===== src/rtl/adc_trig_pkg.sv =====
package adc_trig_pkg;
  // select code used for free-running operation
  localparam int unsigned FREE_RUN_CODE = 0;

  function automatic int unsigned sel_width(input int unsigned n_evt);
    return $clog2(n_evt + 2);
  endfunction
endpackage


===== src/rtl/trig_src_mux.sv =====
module trig_src_mux #(
  parameter int unsigned NUM_EVT = 6,
  parameter int unsigned SEL_W   = 3
) (
  input  logic [SEL_W-1:0]   sel_i,
  input  logic               conv_done_i,
  input  logic [NUM_EVT-1:0] evt_i,
  output logic               trig_o
);
  import adc_trig_pkg::*;

  logic [NUM_EVT-1:0] hit;

  // code c (1..NUM_EVT) selects event flag c-1; codes above that are reserved
  for (genvar c = 1; c <= NUM_EVT; c++) begin : g_src
    assign hit[c-1] = (sel_i == SEL_W'(c)) & evt_i[c-1];
  end

  always_comb begin
    if (sel_i == SEL_W'(FREE_RUN_CODE)) begin
      trig_o = conv_done_i;
    end else begin
      trig_o = |hit;
    end
  end
endmodule


===== src/rtl/trig_edge_det.sv =====
module trig_edge_det #(
  parameter int unsigned SEL_W = 3
) (
  input  logic             clk,
  input  logic             rst_n,
  input  logic [SEL_W-1:0] sel_i,
  input  logic             trig_i,
  output logic             rise_o,
  output logic             fr_switch_o
);
  import adc_trig_pkg::*;

  logic             prev_q, prev_d;
  logic [SEL_W-1:0] sel_q, sel_d;

  // the previous value follows the muxed signal every cycle
  always_comb begin
    prev_d = trig_i;
    sel_d  = sel_i;
  end

  always_ff @(posedge clk or negedge rst_n) begin
    if (!rst_n) begin
      prev_q <= 1'b0;
      sel_q  <= SEL_W'(FREE_RUN_CODE);
    end else begin
      prev_q <= prev_d;
      sel_q  <= sel_d;
    end
  end

  assign rise_o      = trig_i & ~prev_q;
  assign fr_switch_o = (sel_i == SEL_W'(FREE_RUN_CODE)) &&
                       (sel_q != SEL_W'(FREE_RUN_CODE));
endmodule


===== src/rtl/trig_start_gate.sv =====
module trig_start_gate (
  input  logic clk,
  input  logic rst_n,
  input  logic auto_en_i,
  input  logic conv_en_i,
  input  logic busy_i,
  input  logic sw_start_i,
  input  logic rise_i,
  input  logic fr_switch_i,
  output logic start_o
);
  logic start_q, start_d;
  logic auto_hit;

  always_comb begin
    auto_hit = auto_en_i & rise_i & ~fr_switch_i;
    start_d  = conv_en_i & ~busy_i & (sw_start_i | auto_hit);
  end

  always_ff @(posedge clk or negedge rst_n) begin
    if (!rst_n) begin
      start_q <= 1'b0;
    end else begin
      start_q <= start_d;
    end
  end

  assign start_o = start_q;
endmodule


===== src/rtl/adc_trig_sel.sv =====
module adc_trig_sel #(
  parameter int unsigned NUM_EVT = 6,
  parameter int unsigned SEL_W   = adc_trig_pkg::sel_width(NUM_EVT)
) (
  input  logic               clk,
  input  logic               rst_n,
  input  logic [SEL_W-1:0]   sel_i,
  input  logic               auto_en_i,
  input  logic               conv_en_i,
  input  logic               busy_i,
  input  logic               sw_start_i,
  input  logic               conv_done_i,
  input  logic [NUM_EVT-1:0] evt_i,
  output logic               start_o
);
  logic [1:0] rst_sync_q;
  logic       rst_sync_n;
  logic       trig, rise, fr_switch;

  // asynchronous assertion, synchronous release
  always_ff @(posedge clk or negedge rst_n) begin
    if (!rst_n) begin
      rst_sync_q <= 2'b00;
    end else begin
      rst_sync_q <= {rst_sync_q[0], 1'b1};
    end
  end
  assign rst_sync_n = rst_sync_q[1];

  trig_src_mux #(.NUM_EVT(NUM_EVT), .SEL_W(SEL_W)) u_mux (
    .sel_i       (sel_i),
    .conv_done_i (conv_done_i),
    .evt_i       (evt_i),
    .trig_o      (trig)
  );

  trig_edge_det #(.SEL_W(SEL_W)) u_edge (
    .clk         (clk),
    .rst_n       (rst_sync_n),
    .sel_i       (sel_i),
    .trig_i      (trig),
    .rise_o      (rise),
    .fr_switch_o (fr_switch)
  );

  trig_start_gate u_gate (
    .clk         (clk),
    .rst_n       (rst_sync_n),
    .auto_en_i   (auto_en_i),
    .conv_en_i   (conv_en_i),
    .busy_i      (busy_i),
    .sw_start_i  (sw_start_i),
    .rise_i      (rise),
    .fr_switch_i (fr_switch),
    .start_o     (start_o)
  );
endmodule


===== config.mk =====
export PLATFORM = sky130hd
export DESIGN_NAME = adc_trig_sel
export DESIGN_NICKNAME = d
export VERILOG_FILES = /design/src/rtl/adc_trig_pkg.sv /design/src/rtl/trig_src_mux.sv /design/src/rtl/trig_edge_det.sv /design/src/rtl/trig_start_gate.sv /design/src/rtl/adc_trig_sel.sv
export SDC_FILE = /design/constraint.sdc
export NUM_CORES = 1
export LEC_CHECK = 0
export BUFFER_PORTS_ARGS = -buffer_cell sky130_fd_sc_hd__buf_4
export CAP_MARGIN = 20
export CORE_AREA = 2 2 39 41
export DETAILED_ROUTE_END_ITERATION = 8
export DIE_AREA = 0 0 41 43
export PLACE_DENSITY_LB_ADDON = 0.08
export SLEW_MARGIN = 20
export SYNTH_ARGS = -nofsm -noshare
export SYNTH_HDL_FRONTEND = slang
export SYNTH_SLANG_ARGS = --single-unit

===== constraint.sdc =====
create_clock -name clk -period 0.8 [get_ports clk]
set_input_delay 0.04 -clock clk [delete_from_list [all_inputs] [get_ports clk]]
set_output_delay 0.04 -clock clk [all_outputs]
set_load 0.01 [all_outputs]

Word-level counts from Yosys, hierarchy flattened
Index checks and enable logic that the tools add are counted.
{"block": "totals", "register_bits": 7, "latch_bits": 0, "ram_bits": 0, "romBits": 0, "in_bits": 16, "out_inout_bits": 1, "elab_cells": 30, "n_memories": 0}
{"block": "classes", "n_addsub": 0, "multipliers": 0, "div": 0, "magnitude_cmp": 0, "n_eq_ne": 6, "shift": 0, "mux": 1, "n_bitwise": 15, "reduce_logical": 4}
{"operator": "$and A1 B1 Y1", "n": 11}
{"operator": "$eq A3 B3 Y1 const B", "n": 3}
{"operator": "$eq A3 B2 Y1 const B", "n": 2}
{"operator": "$reduce_or A6 Y1", "n": 1}
{"operator": "$eq A3 B1 Y1 const B", "n": 1}
{"operator": "$logic_not A3 Y1", "n": 1}
{"operator": "$not A1 Y1", "n": 3}
{"operator": "$reduce_bool A3 Y1", "n": 1}
{"operator": "$logic_and A1 B1 Y1", "n": 1}
{"operator": "$mux W1", "n": 1}
{"operator": "$or A1 B1 Y1", "n": 1}

Longest topological paths before layout
{"block": "logic_depth", "word_depth": 9, "ltp_mapped": 4, "mapped_depth_nobuf": 4}

Cells and area by module
Synthesis repeated with hierarchy kept, for this count alone.
{"block": "hier_totals", "cells_unflattened": 20, "area_unflattened_um2": 286.5}
{"mod": "trig_edge_det", "instances": 1, "cells_per_inst": 7, "area_per_inst_um2": 128.9, "seq_area_each_um2": 100.1}
{"mod": "trig_src_mux", "instances": 1, "cells_per_inst": 5, "area_per_inst_um2": 56.3, "seq_area_each_um2": 0.0}
{"mod": "adc_trig_sel", "instances": 1, "cells_per_inst": 3, "area_per_inst_um2": 53.8, "seq_area_each_um2": 50.0}
{"mod": "trig_start_gate", "instances": 1, "cells_per_inst": 5, "area_per_inst_um2": 47.5, "seq_area_each_um2": 25.0}

Worst setup path before layout
Ideal clock, no wire load.
{"block": "synth_path", "kind": "input to register", "start": "input port sel_i[2]", "end": "register u_gate.start_q, in the netlist u_gate.start_o", "setup_ns": 0.104, "t_arrival_ns": 0.865, "t_required_ns": 0.696, "setup_slack_ns": -0.168, "stages": 4, "n_path_buf": 0, "cell_sequence": "or3_4 o211ai_2 a211oi_2 o41ai_2"}
{"block": "synth_via", "elab_chain_cells": 9, "word_cells_on_any_way": 22, "classes_between": "eq/ne (6); mux (1); bitwise (12); reduce/logical (3)"}
{"element": "from (decl)", "line": "adc_trig_sel.sv:7", "text": "input logic [SEL_W-1:0] sel_i,"}
{"element": "$eq A3 B1 Y1, or another cell as far along", "line": "trig_src_mux.sv:16", "text": "assign hit[c-1] = (sel_i == SEL_W'(c)) & evt_i[c-1];"}
{"element": "$and A1 B1 Y1", "line": "trig_src_mux.sv:16"}
{"element": "$reduce_or A6 Y1", "line": "trig_src_mux.sv:23", "text": "trig_o = |hit;"}
{"element": "$mux W1", "line": "trig_src_mux.sv:20", "text": "if (sel_i == SEL_W'(FREE_RUN_CODE)) begin"}
{"element": "$and A1 B1 Y1", "line": "trig_edge_det.sv:32", "text": "assign rise_o = trig_i & ~prev_q;"}
{"element": "$and A1 B1 Y1", "line": "trig_start_gate.sv:16", "text": "auto_hit = auto_en_i & rise_i & ~fr_switch_i;"}
{"element": "$and A1 B1 Y1 *", "line": "trig_start_gate.sv:16"}
{"element": "$or A1 B1 Y1 *", "line": "trig_start_gate.sv:17", "text": "start_d = conv_en_i & ~busy_i & (sw_start_i | auto_hit);"}
{"element": "$and A1 B1 Y1 *", "line": "trig_start_gate.sv:17"}
{"element": "net u_gate.start_d", "line": "trig_start_gate.sv:12", "text": "logic start_q, start_d;"}
{"element": "to (signal assigned)", "line": "trig_start_gate.sv:24", "text": "start_q <= start_d;"}
{"element": "to (decl)", "line": "trig_start_gate.sv:12"}
Mark *: on every way through the listed nets, which the timed path passes. The rest lies on a longest branch.

Worst setup path after layout
{"block": "layout_path", "start": "register u_edge.sel_q[2]", "end": "register u_gate.start_q, in the netlist u_gate.start_o"}
{"block": "layout_via", "elab_chain_cells": 6}
{"element": "from (decl)", "line": "trig_edge_det.sv:14", "text": "logic [SEL_W-1:0] sel_q, sel_d;"}
{"element": "from (signal assigned)", "line": "trig_edge_det.sv:25", "text": "sel_q <= SEL_W'(FREE_RUN_CODE);"}
{"element": "from (signal assigned)", "line": "trig_edge_det.sv:28", "text": "sel_q <= sel_d;"}
{"element": "$reduce_bool A3 Y1", "line": "trig_edge_det.sv:34", "text": "(sel_q != SEL_W'(FREE_RUN_CODE));"}
{"element": "$logic_and A1 B1 Y1", "line": "trig_edge_det.sv:33", "text": "assign fr_switch_o = (sel_i == SEL_W'(FREE_RUN_CODE)) &&"}
{"element": "$not A1 Y1", "line": "trig_start_gate.sv:16"}
{"element": "$and A1 B1 Y1", "line": "trig_start_gate.sv:16"}
{"element": "$or A1 B1 Y1", "line": "trig_start_gate.sv:17"}
{"element": "$and A1 B1 Y1", "line": "trig_start_gate.sv:17"}
{"element": "net u_gate.start_d", "line": "trig_start_gate.sv:12"}
The timed path passes the listed nets, and every way through them passes these cells.

==> reports/qor.yml <==
logic_synthesis:
  synthTopCellsByArea: "dfrtp_1 (55%), nand3b_1 (9.4%), o41ai_2 (5.1%), a211oi_2 (3.9%), o211ai_2 (3.9%)"
  syn_area_per_cell_um2: 11.8
  mappedNetlistNets: 43
  synth_top_area_share: 0.549
  synth_cell_types: 16
  synthesis.area_um2: 319
  yosysWarnings: 0
  synth-seq-cells: 7
  yosys-top-cells-count: "dfrtp_1 (7), nand3b_1 (4), nor2_1 (2), o21ai_0 (2)"
  ys_seq_area_frac: 0.549
  synth_edf_count: 0
  synthMostInstantiatedCell: "dfrtp_1"
  synth_cells: 27
  ys.flop_type: "dfrtp_1"
  yosysTopAreaCell: "dfrtp_1"
  synthArstFlopShare: 1.00
grt:
  grt_max_degree: 7
  grt_usage: 0.111
  grt_pass1_vias: 317
  antenna_found_initial: 0
  grt_pass1_wl_um: 1210
  grt_overflow: 0
clocking:
  cts_htree_levels: 1
  clockBufferDepth: 2
  cts.clk_slew.worst_paths_ps: 50
  tritoncts: "built"
  root_buffer: "clkbuf_4"
  cts_sinks: 7
  cts_inserted_buffers: 3
  clk_latency_ps: 240
critical_path:
  arrival_ps: 1070
  cp-start-kind: "flip-flop"
  cp_cell_sequence: "nor3_2 > o21ai_1 > o41ai_2"
  cp-end-kind: "flip-flop"
  worstPathMaxFanout: 1
  critical_path.top_delay_family: "flip-flops"
  cp.buffers_inverters: 0
  crit_type: "reg2reg"
  cp_slowest_stage_delay_ps: 360
  crit_required_ps: 940
  slowest_stage: "dfrtp_1"
  r2r_slack_ps: -140
placed_design:
  port_buffers: 16
  post_dp_cell_area_um2: 497
  gp_congestion: 0.601
  hpwl_um: 620
  dp.cells: 64
  pre_cts_slack_ps: -302
power_and_ir_drop:
  power_density_nw_per_um2: 1550
  ir_drop_mv: 0.552
  p_leak_nw: 0.254
  p_total_mw: 0.842
sta:
  skew_ps: 2.79
  max_freq_mhz: 1070
  hold_slack_ps: 40.1
  finalSetupTns_ps: -136
  fin_ws_ps: -136
  fin_crit_sh: 1.17
  finalCriticalPeriod_ps: 936
  slew_violations: 0
  rsz0062_at_grt: "true"
  setup_viol: 1
  hold_viol: 0
layout:
  diodes: 0
  fin_util: 0.392
  stdcell_count: 69
  drive_gt1_frac: 0.547
  nFillCells: 157
  fin_nets: 70
  area_delta_synth_final_pct: 69.8
  stdcell_area_um2: 542
drt:
  drc_errors: 0
  via_per_inst: 4.36
  drt_iter0_markers: 0
  wl_per_cell_um: 10.1
  routed_wl_um: 700
  dr_total_vias: 301
  drt-pass1-iter-count: 1
  ant_nets: 0
floorplan:
  ios: 17
  initial_core_util: 0.231
  core_area_um2: 1380
  dieArea_um2: 1760
  die_w_um: 41
  row_count: 14
  die_h_um: 43
job:
  drv_cap: 0
worst_hold_path:
  hp-class: "in2reg"
outcome:
  violations: "setup timing"
  status: "finished, violations left"
[sequential cells by signal, summed over array words and instances, names as in the netlist]
name and flops:
u_edge.sel_q 3, u_gate.start_o 1, u_edge.prev_q 1, rst_sync_q 2
[placed cells by master (no fill, tap or decap), drive strengths merged, types with 2 or more instances in the layout]
master,synthesis,layout
buf,0,21
dfrtp,7,7
nand3b,4,4
clkbuf,0,4
nor2,2,2
o21ai,2,2
[final timing paths]
check,cells after the start,endpoint,startpoint
hold / removal,3,u_edge.prev_q,conv_done_i
setup / recovery,3,u_gate.start_o,u_edge.sel_q[2]
hold reg to reg,0,u_edge.prev_q,rst_sync_q[1]
max in group asynchronous,0,u_edge.sel_q[1],rst_sync_q[1]
setup reg to reg,3,u_gate.start_o,u_edge.sel_q[2]
min in group asynchronous,0,u_edge.prev_q,rst_sync_q[1]
[report_power, final]
part	switching (mW)	leakage (nW)	internal [mW]
Sequential	0.0115	0.0837	0.377
Clock	0.113	0.0150	0.189
Combinational	0.0531	0.155	0.0983
Total	0.178	0.254	0.664
[tightest hold or removal path: stages]
cell and delay (ps):
buf_4 70, nor2_1 50, nor2_1 80
[final cells by class]
cell class	instances	area [um2]	share of cell area
multi-input cells	20	149	0.275
flip-flops and latches	7	175	0.323
well taps	16	20.0	0.0370
repair buffers	22	171	0.316
clock buffers	4	26.3	0.0485
[per-layer routing]
layer  routed length (um)  global-route usage
met3                   50              0.0471
met4                   19               0.100
met2                  376               0.169
met5                    0                   0
met1                  252               0.104
[logic make-up after synthesis]
logic type | count (synthesis) | share of synthesized area
simple gates | 13 | 0.263
flops | 7 | 0.549
other cells | 1 | 0.0118
compound gates | 6 | 0.176
[what timing repair did]
item / in CTS / in global routing
setup buffers: 0 / 0
pin swaps: 0 / 1
resized for setup: 2 / 1
endpoints found under the hold margin: 2 / 0
hold buffers: 1 / 0
endpoints found under the setup margin: 1 / 2
No activity file was read; power rests on OpenSTA's default activity.
